===== src/rtl/bgs_pkg.sv =====
package bgs_pkg;

  typedef enum logic {
    HALF_0 = 1'b0,
    HALF_1 = 1'b1
  } half_t;

  typedef struct packed {
    logic hs_a;
    logic hs_b;
    logic ls_a;
    logic ls_b;
    logic sr_0;
    logic sr_1;
  } gates_t;

endpackage


===== src/rtl/bgs_half_timer.sv =====
module bgs_half_timer
  import bgs_pkg::*;
#(
  parameter int HALF_CYC = 16,
  parameter int CW = $clog2(HALF_CYC)
) (
  input  logic          clk,
  input  logic          rst,
  input  logic          run,
  input  logic [CW-1:0] res_i,
  input  logic [CW-1:0] blank_i,
  input  logic [CW-1:0] dead_i,
  output logic          running,
  output half_t         phase,
  output logic [CW-1:0] cnt,
  output logic          wrap,
  output logic [CW-1:0] res_q,
  output logic [CW-1:0] blank_q,
  output logic [CW-1:0] dead_q
);

  localparam logic [CW-1:0] LAST = CW'(HALF_CYC - 1);

  assign wrap = running && (cnt == LAST);

  always_ff @(posedge clk) begin
    if (rst) begin
      running <= 1'b0;
      phase   <= HALF_0;
      cnt     <= '0;
      res_q   <= '0;
      blank_q <= '0;
      dead_q  <= '0;
    end else if (!run) begin
      running <= 1'b0;
      phase   <= HALF_0;
      cnt     <= '0;
    end else if (!running || wrap) begin
      running <= 1'b1;
      phase   <= (running && phase == HALF_0) ? HALF_1 : HALF_0;
      cnt     <= '0;
      res_q   <= res_i;
      blank_q <= blank_i;
      dead_q  <= dead_i;
    end else begin
      cnt <= cnt + 1'b1;
    end
  end

endmodule


===== src/rtl/bgs_lowside_ctrl.sv =====
module bgs_lowside_ctrl #(
  parameter int HALF_CYC = 16,
  parameter int CW = $clog2(HALF_CYC)
) (
  input  logic          clk,
  input  logic          rst,
  input  logic          run,
  input  logic          running,
  input  logic          wrap,
  input  logic [CW-1:0] cnt,
  input  logic [CW-1:0] res_q,
  input  logic [CW-1:0] blank_q,
  input  logic [CW-1:0] dead_q,
  input  logic          trip,
  output logic          pulse_on,
  output logic          hold_on
);

  localparam int SW = CW + 1;
  localparam logic [SW-1:0] HALF_W = SW'(HALF_CYC);

  logic [SW-1:0] cnt_w;
  logic [SW-1:0] ceiling;
  logic [SW-1:0] blank_end;
  logic          tripped;
  logic          trip_live;
  logic [CW-1:0] gap;

  assign cnt_w     = {1'b0, cnt};
  assign ceiling   = HALF_W - {1'b0, dead_q};
  assign blank_end = {1'b0, res_q} + {1'b0, blank_q};

  assign pulse_on  = running && (cnt >= res_q) && (cnt_w < ceiling) && !tripped;
  assign trip_live = pulse_on && trip && (cnt_w >= blank_end);
  assign hold_on   = (gap != '0);

  always_ff @(posedge clk) begin
    if (rst || !run || !running || wrap) begin
      tripped <= 1'b0;
    end else if (trip_live) begin
      tripped <= 1'b1;
    end
  end

  always_ff @(posedge clk) begin
    if (rst || !run || !running) begin
      gap <= '0;
    end else if (pulse_on) begin
      gap <= dead_q;
    end else if (gap != '0) begin
      gap <= gap - 1'b1;
    end
  end

endmodule


===== src/rtl/bgs_gate_stage.sv =====
module bgs_gate_stage
  import bgs_pkg::*;
(
  input  logic   clk,
  input  logic   rst,
  input  logic   running,
  input  half_t  phase,
  input  logic   pulse_on,
  input  logic   hold_on,
  output gates_t gates
);

  logic [1:0] hs_d;
  logic [1:0] ls_d;
  logic [1:0] sr_d;
  gates_t     nxt;

  for (genvar h = 0; h < 2; h++) begin : g_half
    logic mine;
    assign mine = running && (phase == half_t'(h));
    assign hs_d[h] = mine;
    assign ls_d[1-h] = mine && pulse_on;
    assign sr_d[h] = running && !(mine && (pulse_on || hold_on));
  end

  always_comb begin
    nxt.hs_a = hs_d[0];
    nxt.hs_b = hs_d[1];
    nxt.ls_a = ls_d[0];
    nxt.ls_b = ls_d[1];
    nxt.sr_0 = sr_d[0];
    nxt.sr_1 = sr_d[1];
  end

  always_ff @(posedge clk) begin
    if (rst) begin
      gates <= '0;
    end else begin
      gates <= nxt;
    end
  end

endmodule


===== src/rtl/bridge_gate_seq.sv =====
module bridge_gate_seq
  import bgs_pkg::*;
#(
  parameter int HALF_CYC = 16,
  parameter int CW = $clog2(HALF_CYC)
) (
  input  logic          clk,
  input  logic          rst,
  input  logic          run,
  input  logic          trip,
  input  logic [CW-1:0] res_dly,
  input  logic [CW-1:0] blank_len,
  input  logic [CW-1:0] dead_len,
  output logic          hs_a,
  output logic          hs_b,
  output logic          ls_a,
  output logic          ls_b,
  output logic          sr_0,
  output logic          sr_1
);

  logic          running;
  half_t         phase;
  logic [CW-1:0] cnt;
  logic          wrap;
  logic [CW-1:0] res_q;
  logic [CW-1:0] blank_q;
  logic [CW-1:0] dead_q;
  logic          pulse_on;
  logic          hold_on;
  gates_t        gates;

  bgs_half_timer #(.HALF_CYC(HALF_CYC), .CW(CW)) u_timer (
    .clk(clk), .rst(rst), .run(run),
    .res_i(res_dly), .blank_i(blank_len), .dead_i(dead_len),
    .running(running), .phase(phase), .cnt(cnt), .wrap(wrap),
    .res_q(res_q), .blank_q(blank_q), .dead_q(dead_q)
  );

  bgs_lowside_ctrl #(.HALF_CYC(HALF_CYC), .CW(CW)) u_lowside (
    .clk(clk), .rst(rst), .run(run), .running(running), .wrap(wrap),
    .cnt(cnt), .res_q(res_q), .blank_q(blank_q), .dead_q(dead_q),
    .trip(trip), .pulse_on(pulse_on), .hold_on(hold_on)
  );

  bgs_gate_stage u_gates (
    .clk(clk), .rst(rst), .running(running), .phase(phase),
    .pulse_on(pulse_on), .hold_on(hold_on), .gates(gates)
  );

  assign hs_a = gates.hs_a;
  assign hs_b = gates.hs_b;
  assign ls_a = gates.ls_a;
  assign ls_b = gates.ls_b;
  assign sr_0 = gates.sr_0;
  assign sr_1 = gates.sr_1;

endmodule


===== config.mk =====
export PLATFORM = sky130hd
export DESIGN_NAME = bridge_gate_seq
export DESIGN_NICKNAME = d
export VERILOG_FILES = /design/src/rtl/bgs_pkg.sv /design/src/rtl/bgs_half_timer.sv /design/src/rtl/bgs_lowside_ctrl.sv /design/src/rtl/bgs_gate_stage.sv /design/src/rtl/bridge_gate_seq.sv
export SDC_FILE = /design/constraint.sdc
export NUM_CORES = 1
export LEC_CHECK = 0
export CORE_MARGIN = 2
export CORE_UTILIZATION = 40
export CTS_BUF_LIST = sky130_fd_sc_hd__clkbuf_16
export CTS_CLUSTER_DIAMETER = 60
export CTS_CLUSTER_SIZE = 14
export DETAILED_ROUTE_END_ITERATION = 16
export GPL_TIMING_DRIVEN = 1
export SYNTH_ARGS = -nofsm -noshare
export SYNTH_HDL_FRONTEND = slang
export SYNTH_SLANG_ARGS = --single-unit

===== constraint.sdc =====
create_clock -name clk -period 2.32 [get_ports clk]
set_clock_uncertainty 0.1 [all_clocks]
set_input_delay 0.232 -clock clk [delete_from_list [all_inputs] [get_ports clk]]
set_output_delay 0.232 -clock clk [all_outputs]
set_load 0.02 [all_outputs]

After elaboration in Yosys (flattened, before gate mapping)

Cells that the tools add are included.

Add/subtract/negate cells: 4
Magnitude comparators: 3
Equal/unequal tests: 1
Muxes and demuxes: 3
Bitwise logic cells: 2
Reduce and logical (&&, ||, !) cells: 29

Operators by type and width:

| cell                | count |
|---|---|
| $logic_and 1x1->1   | 14 |
| $mux 4              | 2 |
| $add 4x4->5         | 1 |
| $ge 4x5->1          | 1 |
| $logic_not 1->1     | 5 |
| $logic_or 1x1->1    | 5 |
| $lt 4x5->1          | 1 |
| $sub 5x4->5 const A | 1 |
| $add 4x1->4 const B | 1 |
| $eq 4x4->1 const B  | 1 |
| $ge 4x4->1          | 1 |
| $reduce_bool 4->1   | 1 |
| $sub 4x1->4 const B | 1 |
| $reduce_or 3->1     | 1 |
| $not 1->1           | 2 |
| $reduce_and 2->1    | 1 |
| $reduce_bool 2->1   | 1 |
| $reduce_or 2->1     | 1 |
| $mux 1              | 1 |

Flip-flop bits (word level): 29
Input bits: 16
Output and inout port bits: 6
Logic and storage cells: 56

Depth between registers and ports, before layout

Gate-level depths: netlist of run 1.

Word-level depth: 8
Mapped depth: 9
Gate-level depth less buffers: 9

Modules after synthesis

From an unflattened synthesis of run 1, not the netlist that was laid out.

Cells, all modules: 178
Area, all modules: 1700.4 µm²

By module, submodules not included:

| module           | instances | cells an instance | area an instance (µm²) | seq. area each (µm²) |
|---|---|---|---|---|
| bgs_half_timer   | 1         | 74                | 774.5                  | 360.3 |
| bgs_lowside_ctrl | 1         | 88                | 750.7                  | 100.1 |
| bgs_gate_stage   | 1         | 16                | 175.2                  | 120.1 |

Worst setup path before layout of run 1

Ideal clock, no wire load.

Path kind: reg2reg
Start: register u_timer.res_q[0]
End: register u_lowside.tripped
Arrival: 1.982 ns
Required time: 2.103 ns
Slack: 0.121 ns
Cell stages (with the launch flop): 10
Path through: dfxtp_1 > ha_1 > inv_1 > fa_1 > xor2_1 > ha_1 > a211oi_1 > o21ai_0 > and4_1 > a22o_1

Longest elaborated chain between the ends: 6
Elaborated cells between the ends (all ways): 8

RTL lines:

| element                                                             | RTL line               | source |
|---|---|---|
| start: declaration                                                  | bgs_half_timer.sv:17   | `output logic [CW-1:0] res_q,` |
| start signal: assignment                                            | bgs_half_timer.sv:42   | `res_q <= res_i;` |
| parallel branches: the longest is 5 deep, another holds $add 4x4->5 | -                      |  |
| $logic_and 1x1->1 (*)                                               | bgs_lowside_ctrl.sv:34 | `assign trip_live = pulse_on && trip && (cnt_w >= blank_end);` |
| end signal: assignment                                              | bgs_lowside_ctrl.sv:39 | `tripped <= 1'b0;` |
| end signal: assignment                                              | bgs_lowside_ctrl.sv:41 | `tripped <= 1'b1;` |
| end: declaration                                                    | bgs_lowside_ctrl.sv:25 | `logic tripped;` |

Mark *: on every way between the ends.
A chain may end at the register's enable or synchronous reset.

Worst setup path in the final report of run 1

Start: register u_timer.blank_q[0]
End: register u_lowside.tripped

Longest elaborated chain between the ends: 3

RTL lines:

| element                  | RTL line               | source |
|---|---|---|
| start: declaration       | bgs_half_timer.sv:18   | `output logic [CW-1:0] blank_q,` |
| start signal: assignment | bgs_half_timer.sv:43   | `blank_q <= blank_i;` |
| $add 4x4->5              | bgs_lowside_ctrl.sv:31 | `assign blank_end = {1'b0, res_q} + {1'b0, blank_q};` |
| $ge 4x5->1               | bgs_lowside_ctrl.sv:34 |  |
| $logic_and 1x1->1        | bgs_lowside_ctrl.sv:34 |  |

No other way between the ends.

==> flow_summary.toml, run 1 <==
[synthesis]
post-synth-top-count-cell = "dfxtp_1"
yosysWarningCount = 0
yosys.area_share.simple = 0.157
syn_avg_cell_area_um2 = 9.57
synthDistinctLibCells = 31
synth_area_leaders = "dfxtp_1 (38%), ha_1 (15%), mux2i_1 (11%)"
syn_inst = 161
synth_top_family_by_area = "adder cells"
synth-adder-area-share = 0.167
synth_mux_area_frac = 0.118
async_flop_share = 0
synth_nets = 197
ys_top_cells_by_count = "dfxtp_1 (29), ha_1 (19), nor2_1 (19)"
seq_area_frac_synth = 0.377
yosysTopAreaCell = "dfxtp_1"
synth_xor_area_frac = 0.0511
synth-compound-area-share = 0.0836
netlist_area_um2 = 1540
ys_ff_latch = 29
synth-main-ff-cell = "dfxtp_1"
synth_top_area_share = 0.377
synth_edf_count = 0

[clock_tree]
htree_num_levels = 2
insertion_delay_ns = 0.27
clock-sinks = 29
root_buffer = "clkbuf_16"
cts_tree = "yes"
numCtsBuffers = 5
cts_max_path_buffers = 2
hold_buffers = 0
clk_pin_slew_worst_paths_ns = 0.05

[critical_path]
r2r_slack_ns = 0.07
rr_startpoint = "u_timer.blank_q[0]$_SDFFE_PP0P_"
crit_start = "u_timer.blank_q[0]$_SDFFE_PP0P_"
crit_chain = "ha_4 -> inv_2 -> fa_2 -> xor2_1 -> ha_1 -> a211oi_2 -> o21ai_1 -> and4_1 -> a22o_1"
cp_slowest_cell = "fa_2"
arrival_ns = 2.31
required_ns = 2.39
crit_type = "reg2reg"
critPathBufInv = 1
critPathCaptureType = "flip-flop"
worstReg2RegEnd = "u_lowside.tripped$_SDFFE_PP0P_"
critPathTopFamily = "adder cells"
critPathMaxStageDelay_ns = 0.36
path_max_fanout = 2
start_kind = "flip-flop"
reg2reg_depth = 9

[job]
maxCapViolCount = 0

[sta]
hold_viol_final = 0
slew_viol_final = 0
min_period_ns = 2.25
setup_viol = 0
maxSlewHeadroom = 0.622
tightest_slew_ns = 0.566
rsz0062_at_grt = "true"
finalCritPeriodShare = 0.968
fmax_mhz = 445

[floorplan]
start_util = 0.418
coreArea_um2 = 3690
dieHeight_um = 66.1
die_w_um = 66.1
dieArea_um2 = 4370
rows = 22
ios = 22

[placed_design]
gp_congestion = 0.797
io_buffers = 21
place.detailed.hpwl_mm = 2.27
dpl-instance-area_um2 = 1860

[worst_hold_path]
holdCritStartpoint = "u_timer.cnt[0]$_SDFF_PP0_"
hold_path_end = "u_timer.cnt[0]$_SDFF_PP0_"
hp-class = "reg2reg"
min_path_cells = 1

[drt]
routedWlPerCell_um = 12.4
drt-pass1-iter-count = 4
via_per_inst = 4.75
drc = 0
wirelength_mm = 3.03
final_antenna_net_count = 0
via_count = 1158
drt_iter0_drc = 38

[outcome]
status = "finished, final reports clean"

[power_and_ir_drop]
intPower_mw = 1.00
leakage_nw = 0.873
switching_share = 0.238
combPwrFrac = 0.137
total_power_mw = 1.31
pwr-share-seq = 0.403
ir_worst_vdd_mv = 0.334
p_switching_mw = 0.313
powerDensity_nw_per_um2 = 639
clock_power_share = 0.460

[cells_and_area]
n_fill_cell = 345
final_area_um2 = 2060
antennaDiodeCount = 0
drive_gt1_frac = 0.143
area_growth_pct = 33.4
nets = 231

[grt]
grt_overflow_total = 0
grt_pass1_vias = 1159
grt_usage = 0.162
grt_pass1_wl_mm = 5.22
grt_max_degree = 12
antenna_found_initial = 0
per-stage QoR:
step | setup WS [ns] | instances | hold WS (ns) | util | TNS [ns]
6_report | 0.0739 | 244 | 0.377 | 0.558 | 0
5_1_grt | -0.0631 | 244 | 0.424 | 0.558 | -0.0631
4_1_cts | 0.0334 | 242 | 0.389 | 0.543 | 0
3_5_place_dp | -0.0156 | 234 | 0.377 | 0.505 | -0.0156
3_3_place_gp | 0.0646 | 234 | 0.366 | 0.505 | 0
2_1_floorplan | 0.121 | 161 | 0.204 | - | 0
sequential cells by signal, indices dropped and copies added, names as in the netlist:
signal and flops:
u_timer.res_q 4, u_timer.phase 1, u_timer.cnt 4, u_lowside.tripped 1
u_lowside.gap 4, u_gates.gates 6, u_timer.running 1, u_timer.dead_q 4
u_timer.blank_q 4
worst max path at each step:
stage,end,slack (ns),cells past startpoint
2_1_floorplan,u_lowside.tripped$_SDFFE_PP0P_,0.12,9
3_3_place_gp,u_lowside.tripped$_SDFFE_PP0P_,0.06,9
3_5_place_dp,u_lowside.tripped$_SDFFE_PP0P_,-0.02,9
4_1_cts,u_lowside.tripped$_SDFFE_PP0P_,0.03,9
5_1_grt,u_lowside.tripped$_SDFFE_PP0P_,-0.06,9
6_report,u_lowside.tripped$_SDFFE_PP0P_,0.07,9
final cells by class:
class | count | area [um^2] | area share
multi-input combinational | 114 | 926 | 0.450
sequential | 29 | 587 | 0.285
timing repair buffer | 30 | 290 | 0.141
clock buffer | 5 | 125 | 0.0608
tap | 48 | 60.1 | 0.0292
inverter | 15 | 56.3 | 0.0274
clock inverter | 3 | 12.5 | 0.00608
logic make-up (layout without fill, tap and decap cells):
logic type | count (synthesis) | count (layout)
AO/OA/AOI/OAI | 16 | 16
XOR/XNOR | 9 | 9
adder cells (fa/ha/maj) | 20 | 20
buffers and inverters | 18 | 53
flip-flops | 29 | 29
multiplexers | 18 | 18
AND/OR/NAND/NOR | 51 | 51
repair_timing:
action / CTS / global route
buffers inserted: 0 / 2
cloned: 0 / 0
pin swaps: 0 / 9
gates resized for setup: 2 / 13
setup endpoints to repair: 2 / 9
layout by cell type, fill, tap and decap left out, types with 2 or more instances in the layout:
| cell type | instances |
|---|---|
| a211oi_2 | 2 |
| and2_1 | 4 |
| buf_4 | 8 |
| clkbuf_16 | 5 |
| clkdlybuf4s50_1 | 21 |
| clkinv_1 | 2 |
| dfxtp_1 | 26 |
| dfxtp_2 | 2 |
| ha_1 | 17 |
| inv_1 | 14 |
| mux2i_1 | 17 |
| nand2_1 | 12 |
| nand3_1 | 2 |
| nor2_1 | 19 |
| nor2b_1 | 6 |
| nor3b_1 | 2 |
| o211ai_1 | 2 |
| o21ai_0 | 2 |
| xnor2_1 | 3 |
| xor2_1 | 6 |
layer usage:
layer	wire length, um	GRT usage	share of wire
met3	132	0.0494	0.044
met5	0	0	0
met4	69	0.0740	0.023
met1	1340	0.193	0.44
met2	1480	0.265	0.49
power groups by stage:
stage          clock network, mW  logic [mW]  registers (mW)
6_report                   0.604       0.179           0.530
5_1_grt                    0.642       0.203           0.531
4_1_cts                    0.619       0.172           0.529
3_5_place_dp                   0       0.170           0.539
3_3_place_gp                   0       0.165           0.538
2_1_floorplan                  0      0.0989           0.540
Note: power is estimated with default switching activity, not from simulation.
==> inputs of run 2 (changes only) <==
--- a/config.mk
+++ b/config.mk
@@ -5,6 +5,8 @@
 export SDC_FILE = /design/constraint.sdc
 export NUM_CORES = 1
 export LEC_CHECK = 0
+export CAP_MARGIN = 10
+export CORE_ASPECT_RATIO = 1.25
 export CORE_MARGIN = 2
 export CORE_UTILIZATION = 40
 export CTS_BUF_LIST = sky130_fd_sc_hd__clkbuf_16
==> constraint.sdc (replaced) <==
create_clock -name clk -period 2.32 [get_ports clk]
set_clock_uncertainty 0.1 [all_clocks]
set_input_delay 0.232 -clock clk [delete_from_list [all_inputs] [get_ports clk]]
set_output_delay 0.232 -clock clk [all_outputs]
set_load 0.1 [all_outputs]
==> run 2 against run 1 <==
Against the previous run: final area decreased by 2.7%; worst setup slack better by 0.0092 ns; fmax is 0.41% higher; worst hold slack improved by 0.0095 ns; non-clock buffer count down 2; register-to-register slack is essentially flat; wire length shrank 3.7%; largest power group unchanged; highest routed layer unchanged.
==> flow_summary.toml, run 2 (synthesized netlist as in run 1, its figures left out) <==
[outcome]
status = "finished, final reports clean"

[critical_path]
critPathCaptureType = "flip-flop"
critPathTopFamily = "adder cells"
arrival_ns = 2.30
crit_chain = "ha_2 -> inv_1 -> fa_2 -> xor2_1 -> ha_1 -> a211oi_2 -> o21ai_1 -> and4_1 -> a22o_1"
path_max_fanout = 3
start_kind = "flip-flop"
critPathBufInv = 1
critPathMaxStageDelay_ns = 0.34
reg2reg_depth = 9
r2r_slack_ns = 0.08
rr_startpoint = "u_timer.res_q[0]$_SDFFE_PP0P_"
crit_type = "reg2reg"
worstReg2RegEnd = "u_lowside.tripped$_SDFFE_PP0P_"
required_ns = 2.38
cp_slowest_cell = "dfxtp_2"

[cells_and_area]
nets = 229
final_area_um2 = 2000
layout_commonest_cell = "dfxtp_1"
final_cell_mix = "dfxtp_1 (27), nor2_1 (19), ha_1 (18)"
largest_register = "u_gates.gates"
antennaDiodeCount = 0
area_growth_pct = 29.8
drive_gt1_frac = 0.155
largest_register_ffs = 6
postLayoutCoreUtil = 0.533
final_cells = 234

[worst_hold_path]
min_path_cells = 1
hp-class = "reg2reg"
holdCritStartpoint = "u_lowside.tripped$_SDFFE_PP0P_"
hold_path_end = "u_lowside.tripped$_SDFFE_PP0P_"

[clock_tree]
cts_tree = "yes"
htree_num_levels = 2
insertion_delay_ns = 0.27
cts_max_path_buffers = 2
numCtsBuffers = 5
clk_pin_slew_worst_paths_ns = 0.05
root_buffer = "clkbuf_16"
clock-sinks = 29
hold_buffers = 0

[drt]
drt-pass1-iter-count = 4
wirelength_mm = 2.91
final_antenna_net_count = 0
drc = 0
drt_iter0_drc = 19
routedWlPerCell_um = 12.4
via_count = 1186
via_per_inst = 5.07

[sta]
hold_viol_final = 0
fmax_mhz = 447
slew_viol_final = 0
setup_viol = 0
rsz0062_at_grt = "true"
whs_ns = 0.386
finalCritPeriodShare = 0.964
finalSetupTns_ns = 0
fin_ws_ns = 0.0831
min_period_ns = 2.24
tightest_slew_ns = 0.590
maxSlewHeadroom = 0.606

[floorplan]
dieArea_um2 = 4370
rows = 25
dieHeight_um = 73.4
die_w_um = 59.5
start_util = 0.411
ios = 22
coreArea_um2 = 3750

[grt]
grt_usage = 0.157
grt_overflow_total = 0
grt_max_degree = 14
grt_pass1_vias = 1216
antenna_found_initial = 0
grt_pass1_wl_mm = 5.13

[power_and_ir_drop]
powerDensity_nw_per_um2 = 664
leakage_nw = 0.873
total_power_mw = 1.33
ir_worst_vdd_mv = 0.410

[placed_design]
io_buffers = 21
dpl-instance-area_um2 = 1830
place.detailed.hpwl_mm = 2.33
dp_slack_ns = -0.00162
dp.cells = 225
gp_congestion = 0.811

[job]
maxCapViolCount = 0
-- run 2: cell types whose count changed in the layout (fill, tap and decap cells not counted), sizes merged --
| cell | delta |
|---|---|
| buf | +4 |
| clkdlybuf4s50 | -6 |
| clkinv | -1 |
| clkinvlp | +1 |
-- run 2: repair_timing --
action	CTS	global route
buffers inserted	0	1
pin swaps	0	3
setup endpoints to repair	1	9
gates resized for setup	1	8
-- run 2: how the worst max path moves through the flow --
stage / start / endpoint / slack, ns / depth (start not counted)
6_report: u_timer.res_q[0]$_SDFFE_PP0P_ / u_lowside.tripped$_SDFFE_PP0P_ / 0.08 / 9
5_1_grt: u_timer.dead_q[0]$_SDFFE_PP0P_ / u_lowside.gap[2]$_SDFFE_PP0P_ / -0.07 / 9
4_1_cts: u_timer.blank_q[0]$_SDFFE_PP0P_ / u_lowside.tripped$_SDFFE_PP0P_ / 0.02 / 9
3_5_place_dp: u_timer.res_q[0]$_SDFFE_PP0P_ / u_lowside.tripped$_SDFFE_PP0P_ / -0.002 / 9
3_3_place_gp: u_timer.res_q[0]$_SDFFE_PP0P_ / u_lowside.tripped$_SDFFE_PP0P_ / 0.06 / 9
2_1_floorplan: u_timer.res_q[0]$_SDFFE_PP0P_ / u_lowside.tripped$_SDFFE_PP0P_ / 0.12 / 9
-- run 2: power by group --
part	internal (mW)	switching (mW)
sequential	0.517	0.0135
clock	0.392	0.216
combinational	0.0933	0.0963
-- run 2: final cells by class --
class / instances / area [um^2]
clock inverters: 3 / 17.5
fillers: 365 / 1750
inverters: 15 / 56.3
multi-input cells: 114 / 908
well taps: 40 / 50.0
repair buffers: 28 / 260
clock buffers: 5 / 125
flip-flops and latches: 29 / 583
-- run 2: per-layer routing --
layer  GRT usage  share of wire  up-vias
met3      0.0493          0.046        5
li1            -              -      608
met4      0.0593          0.018        0
met5           0              0        -
met1       0.165           0.39      554
met2       0.286           0.54       19
